File: config.mk
export PLATFORM = sky130hd
export DESIGN_NAME = canseq_top
export DESIGN_NICKNAME = d
export VERILOG_FILES = /design/src/rtl/canseq_pkg.sv /design/src/rtl/canseq_spi_byte.sv /design/src/rtl/canseq_xfer.sv /design/src/rtl/canseq_src_mux.sv /design/src/rtl/canseq_top.sv
export SDC_FILE = /design/constraint.sdc
export NUM_CORES = 1
export LEC_CHECK = 0
export ABC_CLOCK_PERIOD_IN_PS = 2100
export BUFFER_PORTS_ARGS = -buffer_cell sky130_fd_sc_hd__buf_4
export CORE_ASPECT_RATIO = 1.25
export CORE_MARGIN = 1.5
export CORE_UTILIZATION = 53
export CTS_BUF_LIST = sky130_fd_sc_hd__clkbuf_8
export DETAILED_ROUTE_END_ITERATION = 16
export PLACE_DENSITY = 0.86
export SYNTH_ARGS = -nofsm -noshare
export SYNTH_HDL_FRONTEND = slang
export SYNTH_HIERARCHICAL = 1
export SYNTH_SLANG_ARGS = --single-unit
export TNS_END_PERCENT = 20
File: constraint.sdc
create_clock -name clk -period 2.1 [get_ports clk]
set_input_delay 0.21 -clock clk [delete_from_list [all_inputs] [get_ports clk]]
set_output_delay 0.21 -clock clk [all_outputs]
set_load 0.005 [all_outputs]
File: src/rtl/canseq_pkg.sv
package canseq_pkg;

    localparam logic [7:0] INS_RESET = 8'hC0;
    localparam logic [7:0] INS_WRITE = 8'h02;
    localparam logic [7:0] INS_READ  = 8'h03;
    localparam logic [7:0] INS_RTS0  = 8'h81;
    localparam logic [7:0] ADR_TXB0  = 8'h31;

    localparam int NUM_INIT = 4;
    localparam int NUM_POLL = 6;
    localparam int LOAD_LEN = 15;

    typedef struct packed {
        logic [10:0] id;
        logic [3:0]  dlc;
        logic [63:0] data;
    } can_frame_t;

    typedef enum logic [2:0] {
        ST_RST_CMD,
        ST_SETTLE,
        ST_INIT_WR,
        ST_IDLE,
        ST_LOAD,
        ST_RTS,
        ST_POLL
    } seq_state_e;

    function automatic logic [7:0] init_addr(input logic [1:0] i);
        case (i)
            2'd0:    return 8'h2A;
            2'd1:    return 8'h29;
            2'd2:    return 8'h28;
            default: return 8'h0F;
        endcase
    endfunction

    function automatic logic [7:0] init_val(input logic [1:0] i);
        case (i)
            2'd0:    return 8'h00;
            2'd1:    return 8'hC0;
            2'd2:    return 8'h80;
            default: return 8'h00;
        endcase
    endfunction

    function automatic logic [7:0] poll_addr(input logic [2:0] i);
        case (i)
            3'd0:    return 8'h0E;
            3'd1:    return 8'h2A;
            3'd2:    return 8'h29;
            3'd3:    return 8'h28;
            3'd4:    return 8'h1C;
            default: return 8'h1D;
        endcase
    endfunction

endpackage

File: src/rtl/canseq_spi_byte.sv
module canseq_spi_byte #(
    parameter int CLK_DIV = 4
) (
    input  logic       clk,
    input  logic       rst_n,
    input  logic       start,
    input  logic [7:0] tx,
    input  logic       miso,
    output logic       sclk,
    output logic       mosi,
    output logic       done,
    output logic [7:0] rx
);
    localparam int DCW = (CLK_DIV > 1) ? $clog2(CLK_DIV) : 1;

    typedef struct packed {
        logic           active;
        logic           sclk;
        logic [DCW-1:0] dcnt;
        logic [2:0]     bcnt;
        logic [7:0]     sh;
        logic [7:0]     rx;
        logic           done;
    } bsm_t;

    bsm_t q, d;

    always_comb begin
        d      = q;
        d.done = 1'b0;
        if (!q.active) begin
            if (start) begin
                d.active = 1'b1;
                d.sh     = tx;
                d.dcnt   = '0;
                d.bcnt   = '0;
                d.sclk   = 1'b0;
            end
        end else if (q.dcnt == DCW'(CLK_DIV - 1)) begin
            d.dcnt = '0;
            if (!q.sclk) begin
                d.sclk = 1'b1;
                d.rx   = {q.rx[6:0], miso};
            end else begin
                d.sclk = 1'b0;
                d.sh   = {q.sh[6:0], 1'b0};
                d.bcnt = q.bcnt + 3'd1;
                if (q.bcnt == 3'd7) begin
                    d.active = 1'b0;
                    d.done   = 1'b1;
                end
            end
        end else begin
            d.dcnt = q.dcnt + DCW'(1);
        end
    end

    always_ff @(posedge clk or negedge rst_n) begin
        if (!rst_n) q <= '0;
        else        q <= d;
    end

    assign sclk = q.sclk;
    assign mosi = q.sh[7];
    assign done = q.done;
    assign rx   = q.rx;

endmodule

File: src/rtl/canseq_xfer.sv
module canseq_xfer #(
    parameter int CLK_DIV = 4,
    parameter int MAX_LEN = 15
) (
    input  logic                       clk,
    input  logic                       rst_n,
    input  logic                       start,
    input  logic [$clog2(MAX_LEN+1)-1:0] len,
    input  logic [7:0]                 byte_in,
    output logic [$clog2(MAX_LEN+1)-1:0] byte_idx,
    output logic                       ready,
    output logic                       done,
    output logic [7:0]                 rx_last,
    input  logic                       miso,
    output logic                       sclk,
    output logic                       mosi,
    output logic                       csn
);
    localparam int LW  = $clog2(MAX_LEN + 1);
    localparam int GAP = 4 * CLK_DIV;
    localparam int GCW = $clog2(GAP + 1);

    typedef enum logic [1:0] {XP_IDLE, XP_RUN, XP_GAP} xph_e;

    typedef struct packed {
        xph_e          ph;
        logic          csn;
        logic [LW-1:0] idx;
        logic [LW-1:0] len;
        logic          nxt;
        logic [GCW-1:0] gcnt;
        logic          done;
        logic [7:0]    rx;
    } xfr_t;

    xfr_t q, d;
    logic b_start, b_done;
    logic [7:0] b_rx;

    canseq_spi_byte #(.CLK_DIV(CLK_DIV)) u_byte (
        .clk   (clk),
        .rst_n (rst_n),
        .start (b_start),
        .tx    (byte_in),
        .miso  (miso),
        .sclk  (sclk),
        .mosi  (mosi),
        .done  (b_done),
        .rx    (b_rx)
    );

    always_comb begin
        d       = q;
        d.done  = 1'b0;
        b_start = 1'b0;
        case (q.ph)
            XP_IDLE: begin
                if (start) begin
                    d.ph    = XP_RUN;
                    d.csn   = 1'b0;
                    d.len   = len;
                    b_start = 1'b1;
                end
            end
            XP_RUN: begin
                if (q.nxt) begin
                    b_start = 1'b1;
                    d.nxt   = 1'b0;
                end else if (b_done) begin
                    if (q.idx == q.len - LW'(1)) begin
                        d.ph   = XP_GAP;
                        d.csn  = 1'b1;
                        d.gcnt = '0;
                        d.done = 1'b1;
                        d.rx   = b_rx;
                    end else begin
                        d.idx = q.idx + LW'(1);
                        d.nxt = 1'b1;
                    end
                end
            end
            default: begin
                if (q.gcnt == GCW'(GAP - 1)) begin
                    d.ph  = XP_IDLE;
                    d.idx = '0;
                end else begin
                    d.gcnt = q.gcnt + GCW'(1);
                end
            end
        endcase
    end

    always_ff @(posedge clk or negedge rst_n) begin
        if (!rst_n) begin
            q     <= '0;
            q.ph  <= XP_IDLE;
            q.csn <= 1'b1;
        end else begin
            q <= d;
        end
    end

    assign byte_idx = q.idx;
    assign ready    = (q.ph == XP_IDLE);
    assign done     = q.done;
    assign rx_last  = q.rx;
    assign csn      = q.csn;

endmodule

File: src/rtl/canseq_src_mux.sv
module canseq_src_mux
    import canseq_pkg::*;
(
    input  logic       gate_closed,
    input  logic       host_req,
    input  can_frame_t host_frame,
    input  logic       rflx_req,
    input  can_frame_t rflx_frame,
    output logic       sel_valid,
    output can_frame_t sel_frame
);
    always_comb begin
        if (gate_closed) begin
            sel_valid = rflx_req;
            sel_frame = rflx_frame;
        end else begin
            sel_valid = host_req;
            sel_frame = host_frame;
        end
    end

endmodule

File: src/rtl/canseq_top.sv
module canseq_top
    import canseq_pkg::*;
#(
    parameter int CLK_DIV    = 4,
    parameter int SETTLE_CYC = 2000,
    parameter int POLL_CYC   = 20000
) (
    input  logic        clk,
    input  logic        rst_n,
    input  logic        host_req,
    input  logic [10:0] host_id,
    input  logic [3:0]  host_dlc,
    input  logic [63:0] host_data,
    input  logic        rflx_active,
    input  logic        rflx_req,
    input  logic [10:0] rflx_id,
    input  logic [3:0]  rflx_dlc,
    input  logic [63:0] rflx_data,
    input  logic        spi_miso,
    output logic        spi_sclk,
    output logic        spi_mosi,
    output logic        spi_csn,
    output logic        init_done,
    output logic        busy,
    output logic [7:0]  mir_canstat,
    output logic [7:0]  mir_cnf1,
    output logic [7:0]  mir_cnf2,
    output logic [7:0]  mir_cnf3,
    output logic [7:0]  mir_tec,
    output logic [7:0]  mir_rec
);
    localparam int LW  = $clog2(LOAD_LEN + 1);
    localparam int SCW = $clog2(SETTLE_CYC + 1);
    localparam int PCW = $clog2(POLL_CYC + 1);

    typedef struct packed {
        seq_state_e               st;
        logic                     wt;
        logic [2:0]               idx;
        logic [SCW-1:0]           cnt;
        logic [PCW-1:0]           pcnt;
        logic                     init_done;
        can_frame_t               frm;
        logic [NUM_POLL-1:0][7:0] mir;
    } seq_t;

    seq_t q, d;

    logic          x_start, x_ready, x_done;
    logic [LW-1:0] x_len, x_idx;
    logic [7:0]    x_byte, x_rx;
    logic          sel_valid;
    can_frame_t    sel_frame;
    logic [7:0]    dbyte [8];
    logic [15:0][7:0] load_img;

    canseq_src_mux u_mux (
        .gate_closed (rflx_active),
        .host_req    (host_req),
        .host_frame  ('{id: host_id, dlc: host_dlc, data: host_data}),
        .rflx_req    (rflx_req),
        .rflx_frame  ('{id: rflx_id, dlc: rflx_dlc, data: rflx_data}),
        .sel_valid   (sel_valid),
        .sel_frame   (sel_frame)
    );

    canseq_xfer #(.CLK_DIV(CLK_DIV), .MAX_LEN(LOAD_LEN)) u_xfer (
        .clk      (clk),
        .rst_n    (rst_n),
        .start    (x_start),
        .len      (x_len),
        .byte_in  (x_byte),
        .byte_idx (x_idx),
        .ready    (x_ready),
        .done     (x_done),
        .rx_last  (x_rx),
        .miso     (spi_miso),
        .sclk     (spi_sclk),
        .mosi     (spi_mosi),
        .csn      (spi_csn)
    );

    // payload bytes of the latched frame, byte 0 first on the wire
    for (genvar g = 0; g < 8; g++) begin : g_dbyte
        assign dbyte[g] = q.frm.data[8*g +: 8];
    end

    always_comb begin
        load_img[0] = INS_WRITE;
        load_img[1] = ADR_TXB0;
        load_img[2] = q.frm.id[10:3];
        load_img[3] = {q.frm.id[2:0], 5'b0};
        load_img[4] = 8'h00;
        load_img[5] = 8'h00;
        load_img[6] = {4'b0, q.frm.dlc};
        for (int k = 0; k < 8; k++) load_img[7+k] = dbyte[k];
        load_img[15] = 8'h00;
    end

    // byte presented to the transfer engine for the current index
    always_comb begin
        x_len  = LW'(1);
        x_byte = 8'h00;
        case (q.st)
            ST_RST_CMD: x_byte = INS_RESET;
            ST_INIT_WR: begin
                x_len = LW'(3);
                case (x_idx)
                    LW'(0):  x_byte = INS_WRITE;
                    LW'(1):  x_byte = init_addr(q.idx[1:0]);
                    default: x_byte = init_val(q.idx[1:0]);
                endcase
            end
            ST_LOAD: begin
                x_len  = LW'(LOAD_LEN);
                x_byte = load_img[x_idx];
            end
            ST_RTS: x_byte = INS_RTS0;
            ST_POLL: begin
                x_len = LW'(3);
                case (x_idx)
                    LW'(0):  x_byte = INS_READ;
                    LW'(1):  x_byte = poll_addr(q.idx);
                    default: x_byte = 8'h00;
                endcase
            end
            default: ;
        endcase
    end

    always_comb begin
        d       = q;
        x_start = (q.st != ST_IDLE) && (q.st != ST_SETTLE) && !q.wt && x_ready;
        if (x_start) d.wt = 1'b1;
        if (x_done)  d.wt = 1'b0;
        case (q.st)
            ST_RST_CMD: begin
                if (x_done) begin
                    d.st  = ST_SETTLE;
                    d.cnt = '0;
                end
            end
            ST_SETTLE: begin
                if (q.cnt == SCW'(SETTLE_CYC - 1)) begin
                    d.st  = ST_INIT_WR;
                    d.idx = '0;
                end else begin
                    d.cnt = q.cnt + SCW'(1);
                end
            end
            ST_INIT_WR: begin
                if (x_done) begin
                    if (q.idx == 3'(NUM_INIT - 1)) begin
                        d.st        = ST_IDLE;
                        d.init_done = 1'b1;
                        d.pcnt      = '0;
                    end else begin
                        d.idx = q.idx + 3'd1;
                    end
                end
            end
            ST_IDLE: begin
                if (sel_valid) begin
                    d.frm = sel_frame;
                    d.st  = ST_LOAD;
                end else if (q.pcnt == PCW'(POLL_CYC - 1)) begin
                    d.st  = ST_POLL;
                    d.idx = '0;
                end else begin
                    d.pcnt = q.pcnt + PCW'(1);
                end
            end
            ST_LOAD: if (x_done) d.st = ST_RTS;
            ST_RTS: begin
                if (x_done) begin
                    d.st   = ST_IDLE;
                    d.pcnt = '0;
                end
            end
            ST_POLL: begin
                if (x_done) begin
                    for (int k = 0; k < NUM_POLL; k++)
                        if (q.idx == 3'(k)) d.mir[k] = x_rx;
                    if (q.idx == 3'(NUM_POLL - 1)) begin
                        d.st   = ST_IDLE;
                        d.pcnt = '0;
                    end else begin
                        d.idx = q.idx + 3'd1;
                    end
                end
            end
            default: d.st = ST_IDLE;
        endcase
    end

    always_ff @(posedge clk or negedge rst_n) begin
        if (!rst_n) begin
            q    <= '0;
            q.st <= ST_RST_CMD;
        end else begin
            q <= d;
        end
    end

    assign init_done   = q.init_done;
    assign busy        = (q.st != ST_IDLE);
    assign mir_canstat = q.mir[0];
    assign mir_cnf1    = q.mir[1];
    assign mir_cnf2    = q.mir[2];
    assign mir_cnf3    = q.mir[3];
    assign mir_tec     = q.mir[4];
    assign mir_rec     = q.mir[5];

endmodule

==> Yosys cells after proc, flatten, opt, wreduce, memory -nomap -nowiden <==
Index checks and enable logic that the tools add are counted.
{ "op_classes": {"addsub": 8, "mul": 0, "n_div": 0, "n_lt_le_gt_ge": 1, "eq_ne": 46, "shifts": 0, "mux": 77, "n_bitwise": 3, "reduce_logical": 39} }
{ "op_table": {"columns": ["cell", "count"], "rows": [
  ["two-way mux 15 bit", 8],
  ["two-way mux 79 bit", 1],
  ["case mux 15 bit (4 select lines)", 1],
  ["two-way mux 3 bit", 19],
  ["case mux 8 bit (5 select lines)", 1],
  ["two-way mux 11 bit", 3],
  ["binary-select mux 8 bit (select 4 bit)", 1],
  ["two-way mux 16 bit", 2],
  ["case mux 8 bit (2 select lines)", 2],
  ["case mux 6 bit (5 select lines)", 1],
  ["AND reduction 3 bit", 10],
  ["two-way mux 14 bit", 2],
  ["!= test 2 bit, second input constant", 14],
  ["case mux 11 bit (2 select lines)", 1],
  ["case mux 3 bit (7 select lines)", 1],
  ["two-way mux 20 bit", 1],
  ["AND reduction 5 bit", 4],
  ["== test 3 bit, second input constant", 6],
  ["case mux 6 bit (3 select lines)", 1],
  ["two-way mux 8 bit", 2],
  ["!= test 2 x 1 -> 1 bit, second input constant", 8],
  ["case mux 4 bit (2 select lines)", 2],
  ["AND reduction 8 bit", 2],
  ["adder 15 x 1 -> 15 bit, second input constant", 1],
  ["other kinds (43)", 80]
]} }
{ "totals": {"register_bits": 211, "latchBits": 0, "ram_bits": 0, "romBits": 0, "inputBits": 164, "output_inout_bits": 53, "wordCells": 204, "n_memories": 0} }

==> Depth between registers and ports, before layout <==
{ "depth": {"word_depth": 8, "depth_mapped": 10, "depth_no_buf": 9} }

==> By module <==
The synthesis kept the hierarchy.
{ "modules_own_cells": {"columns": ["module", "instances", "cells_per_inst", "area_per_inst_um2"], "rows": [
  ["canseq_top", 1, 684, 8089.0],
  ["canseq_src_mux", 1, 89, 1372.6],
  ["canseq_xfer", 1, 119, 1326.3],
  ["canseq_spi_byte", 1, 104, 1256.2]
]} }

==> Worst setup path after synthesis <==
No wires, ideal clock.
{ "synth_path": {"path_kind": "reg-to-reg", "startpoint": "register q[154] (netlist name)", "endpoint": "register q[142] (netlist name)", "setup_time_ps": 127, "t_arrival_ps": 2044, "t_required_ps": 1973, "path_slack_ps": -71, "path_stages_with_launch": 8, "path_buffers": 0, "period_less_slack_ps": 2171, "cell_sequence": "dfrtp_1 > ha_1 > ha_1 > o21ai_0 > nand2_1 > o21ai_0 > or4b_2 > mux2i_1"} }
{ "synth_between": {"elab_chain_cells": 3, "word_cells_on_any_way": 5, "cone_classes": "eq/ne (4); reduce/logical (1)"} }
{ "synth_rtl": {"columns": ["item", "line", "source"], "rows": [
  ["from (decl)", "canseq_top.sv:47", "seq_t q, d;"],
  ["== test 3 bit / == test 3 x 2 -> 1 bit (equally long branches)", "canseq_top.sv:184, canseq_top.sv:153", null],
  ["!= test 2 bit (no source line)", null, null],
  ["AND reduction 8 bit (no source line) *", null, null]
]} }
Every way passes the cells marked *; elsewhere a longest branch is shown, timed or not.
A chain may end at the register's enable or synchronous reset.

==> Worst setup path after layout <==
{ "layout_path": {"startpoint": "register q[129] (netlist name)", "endpoint": "register q[142] (netlist name)"} }
{ "layout_between": {"elab_chain_cells": 4, "word_cells_on_any_way": 7, "cone_classes": "add/sub (1); eq/ne (2); mux (3); reduce/logical (1)"} }
{ "layout_rtl": {"columns": ["item", "line", "source"], "rows": [
  ["adder 15 x 1 -> 15 bit", "canseq_top.sv:170", "d.pcnt = q.pcnt + PCW'(1);"],
  ["two-way mux 15 bit", "canseq_top.sv:166", "end else if (q.pcnt == PCW'(POLL_CYC - 1)) begin"],
  ["two-way mux 15 bit", "canseq_top.sv:163", "if (sel_valid) begin"],
  ["case mux 15 bit (4 select lines)", "canseq_top.sv:136", "case (q.st)"]
]} }
Several ways; a longest one is shown, not always the timed one. The select of a mux whose other input is x is not followed.

==> results by group <==
Finish
  • Core Util, Final: 0.6598
  • Area of the multi-input gates: 5836 sq um
  • Area Overhead vs Synth: 22.10%
  • Final instance area: 14710 sq um
  • Most frequent cells in the layout: buf_4, dfrtp_1, mux2_2, mux2_4, nand2_1
  • Share of cells above drive strength 1: 0.5165
  • Most common cell after layout, fill and taps aside: buf_4
  • Diode count: 0
  • Register area: 5285 sq um
  • Fill cells: 1590
  • Final nets: 1394

Worst setup path
  • Startpoint types: register
  • CP Class: register to register
  • Critical Path AT: 2.52 ns
  • Reg2reg start: q[129]
  • CP required: 2.49 ns
  • Crit Path Max Fanout: 4
  • Critical Path End Type: register
  • Critical Path Start: q[129]

STA
  • Slew HR: 0.5995
  • Final number of setup-violating endpoints: 1
  • Tcrit/Tclk final: 1.017
  • Final worst slack: -0.03580 ns
  • Crit path time final: 2.136 ns
  • Max Clk Rate: 468.2 MHz
  • Pins Over Slew Limit: 0
  • RSZ-0062 raised after global routing: yes
  • Worst-Margin Slew: 0.6008 ns
  • Fin. Hold Viols: 0
  • Clk_skew: 0.02535 ns

Route
  • Vias: 8551
  • Per-cell routed wire length: 18.23 um
  • Remaining DRCs: 0
  • Final wirelength: 27750 um
  • Iteration-0 DRC Markers: 432
  • DR vias/cell: 5.618
  • Post-DRT Antenna Nets: 0
  • Pre-Repair DR Iteration Count: 5

Die
  • Die area: 23640 sq um
  • Std cell rows: 61
  • Die Ht: 171.5 um
  • Initial Util: 0.5404
  • Die X: 137.8 um
  • I/O Pins: 217
  • Core Box Area: 22290 sq um

Clock network
  • CTS max path bufs: 3
  • Clock sinks: 211
  • Clock root cell: clkbuf_8
  • Num CTS Buffers: 36
  • Clk_lat worst skew: 0.53 ns
  • H-tree lvl count: 2
  • Clock slew at reported path FFs: 0.06 ns
  • TritonCTS clock tree: built

Placed design
  • Port Buf Inserts: 216
  • Post-DP HPWL: 20240 um
  • Placed Instance Area: 13850 sq um
  • GPL Wtd Cong: 0.8413

Yosys
  • Synth Net Count: 1176
  • Synth Register Bits: 211
  • EDFF count, synth: 0
  • Mapped Cells: 996
  • Ys flop type: dfrtp_1
  • Syn_area_per_cell: 12.09 sq um
  • Synth Cell Area: 12040 sq um
  • Asr flop ratio synth: 1.000
  • Netlist cell types: 82
  • Yosys warning total: 6
  • Seq/Total Area, Yosys: 0.4385

Global routing
  • GRT Overall Usage: 0.2330
  • Initial antenna violation count: 0
  • First-pass GRT wire length: 43020 um
  • Vias in the first global route: 8760
  • Largest net degree at the start of global routing: 80
  • Total grt overflow: 0

Power and ir drop
  • Leak: 7.367 nW
  • Pwr/cell area: 576.9 nW/um^2
  • VDD IR max: 0.5312 mV

Outcome
  • Status: complete, but fails checks
  • Failing checks: negative setup slack

Hold path
  • Worst hold start: host_data[22]
  • HP Class: input port to register

Flow run
  • Max-Cap Viols: 0
cells in the mapped netlist, types with 9 or more instances:
master,instances,area (sq um)
nand4_1,11,68.82
mux2_2,152,1712
buf_2,9,45.04
o211ai_1,14,105.1
clkbuf_1,22,82.58
ha_1,16,200.2
nand3b_1,11,82.58
mux2_4,80,1201
inv_1,26,97.59
mux2i_1,19,190.2
a31oi_1,10,62.56
nand2b_1,9,56.30
o21ai_0,30,150.1
nor3_1,12,60.06
nand2_1,53,198.9
nand3_1,21,105.1
and3_1,11,68.82
a21oi_1,21,105.1
xnor2_1,13,113.9
nor2_1,36,135.1
nor2b_1,11,68.82
buf_4,69,518.0
dfrtp_1,210,5255
worst paths after layout:
kind	endpoint	slack (ns)	cells after the start
worst max-delay path	q[142]	-0.04	6
worst min-delay path	dbyte[46]	0.03	3
worst max register to register	q[142]	-0.04	6
worst min register to register	u_xfer/csn	0.49	2
max in group asynchronous	dbyte[34]	1.17	3
min in group asynchronous	mir_cnf3[5]	0.26	2
worst max-delay path, cell delays in order, from the launching register on:
cell and delay, ns:
dfrtp_1 0.39, ha_2 0.20, nand4_1 0.26, nor2_1 0.25, nand2_1 0.09, or4b_2 0.65
mux2i_1 0.14
cells by family (layout without fill, tap and decap cells):
group / Yosys count / after routing / synth area share
buffers and inverters: 150 / 393 / 0.08311
and+or+nand+nor: 204 / 204 / 0.09194
AOI/OAI and AO/OA: 141 / 141 / 0.08674
adders and majority gates: 16 / 16 / 0.01662
muxes: 259 / 259 / 0.2726
DFF: 211 / 211 / 0.4385
xor gates and xnor gates: 14 / 14 / 0.01018
other: 1 / 1 / 0.0003114
timing repair:
action | 4_1_cts | 5_1_grt
pin swaps | 2 | 2
endpoints found under the hold margin | 56 | 0
resized for setup | 5 | 18
buffers inserted | 1 | 2
hold buffers | 2 | 0
setup endpoints to repair | 28 | 50
power breakdown:
group	switching [mW]	internal, mW
logic	0.239	0.413
registers	0.00535	4.07
clock network	1.67	2.08
through the flow:
step / worst slack, ns / hold WS (ns) / TNS [ns] / instances / total power [mW]
global route: -0.1292 / 0.01671 / -1.332 / 1522 / 8.771
finish: -0.03580 / 0.03270 / -0.03580 / 1522 / 8.484
global placement: 0.01112 / 0.2320 / 0 / 1454 / 4.791
detailed placement: -0.05456 / 0.2357 / -0.6884 / 1454 / 4.808
floorplan: -0.01215 / -0.08559 / -0.01215 / 996 / 4.457
CTS: -0.01698 / 0.01326 / -0.03053 / 1520 / 8.570
registers in the layout, indices dropped and copies added (netlist names), 12 cells and up:
register,flops
dbyte,64
load_img,15
q,33
u_xfer/q,12
u_xfer/u_byte/q,13
layer usage:
metal,GRT usage,share of wire,up-vias
met5,0,0,-
met4,0.1028,0.033,0
met3,0.04332,0.053,65
met2,0.4224,0.53,297
met1,0.2645,0.39,4212
li1,-,-,3977
area by class of cell:
cell class	count	area share
clock buffers	49	0.04586
clock inverters	14	0.004339
inverters	29	0.007487
multi-input cells	635	0.3968
flip-flops and latches	211	0.3594
well taps	283	0.02408
repair buffers	301	0.1620
(Power assumes the default switching activity.)
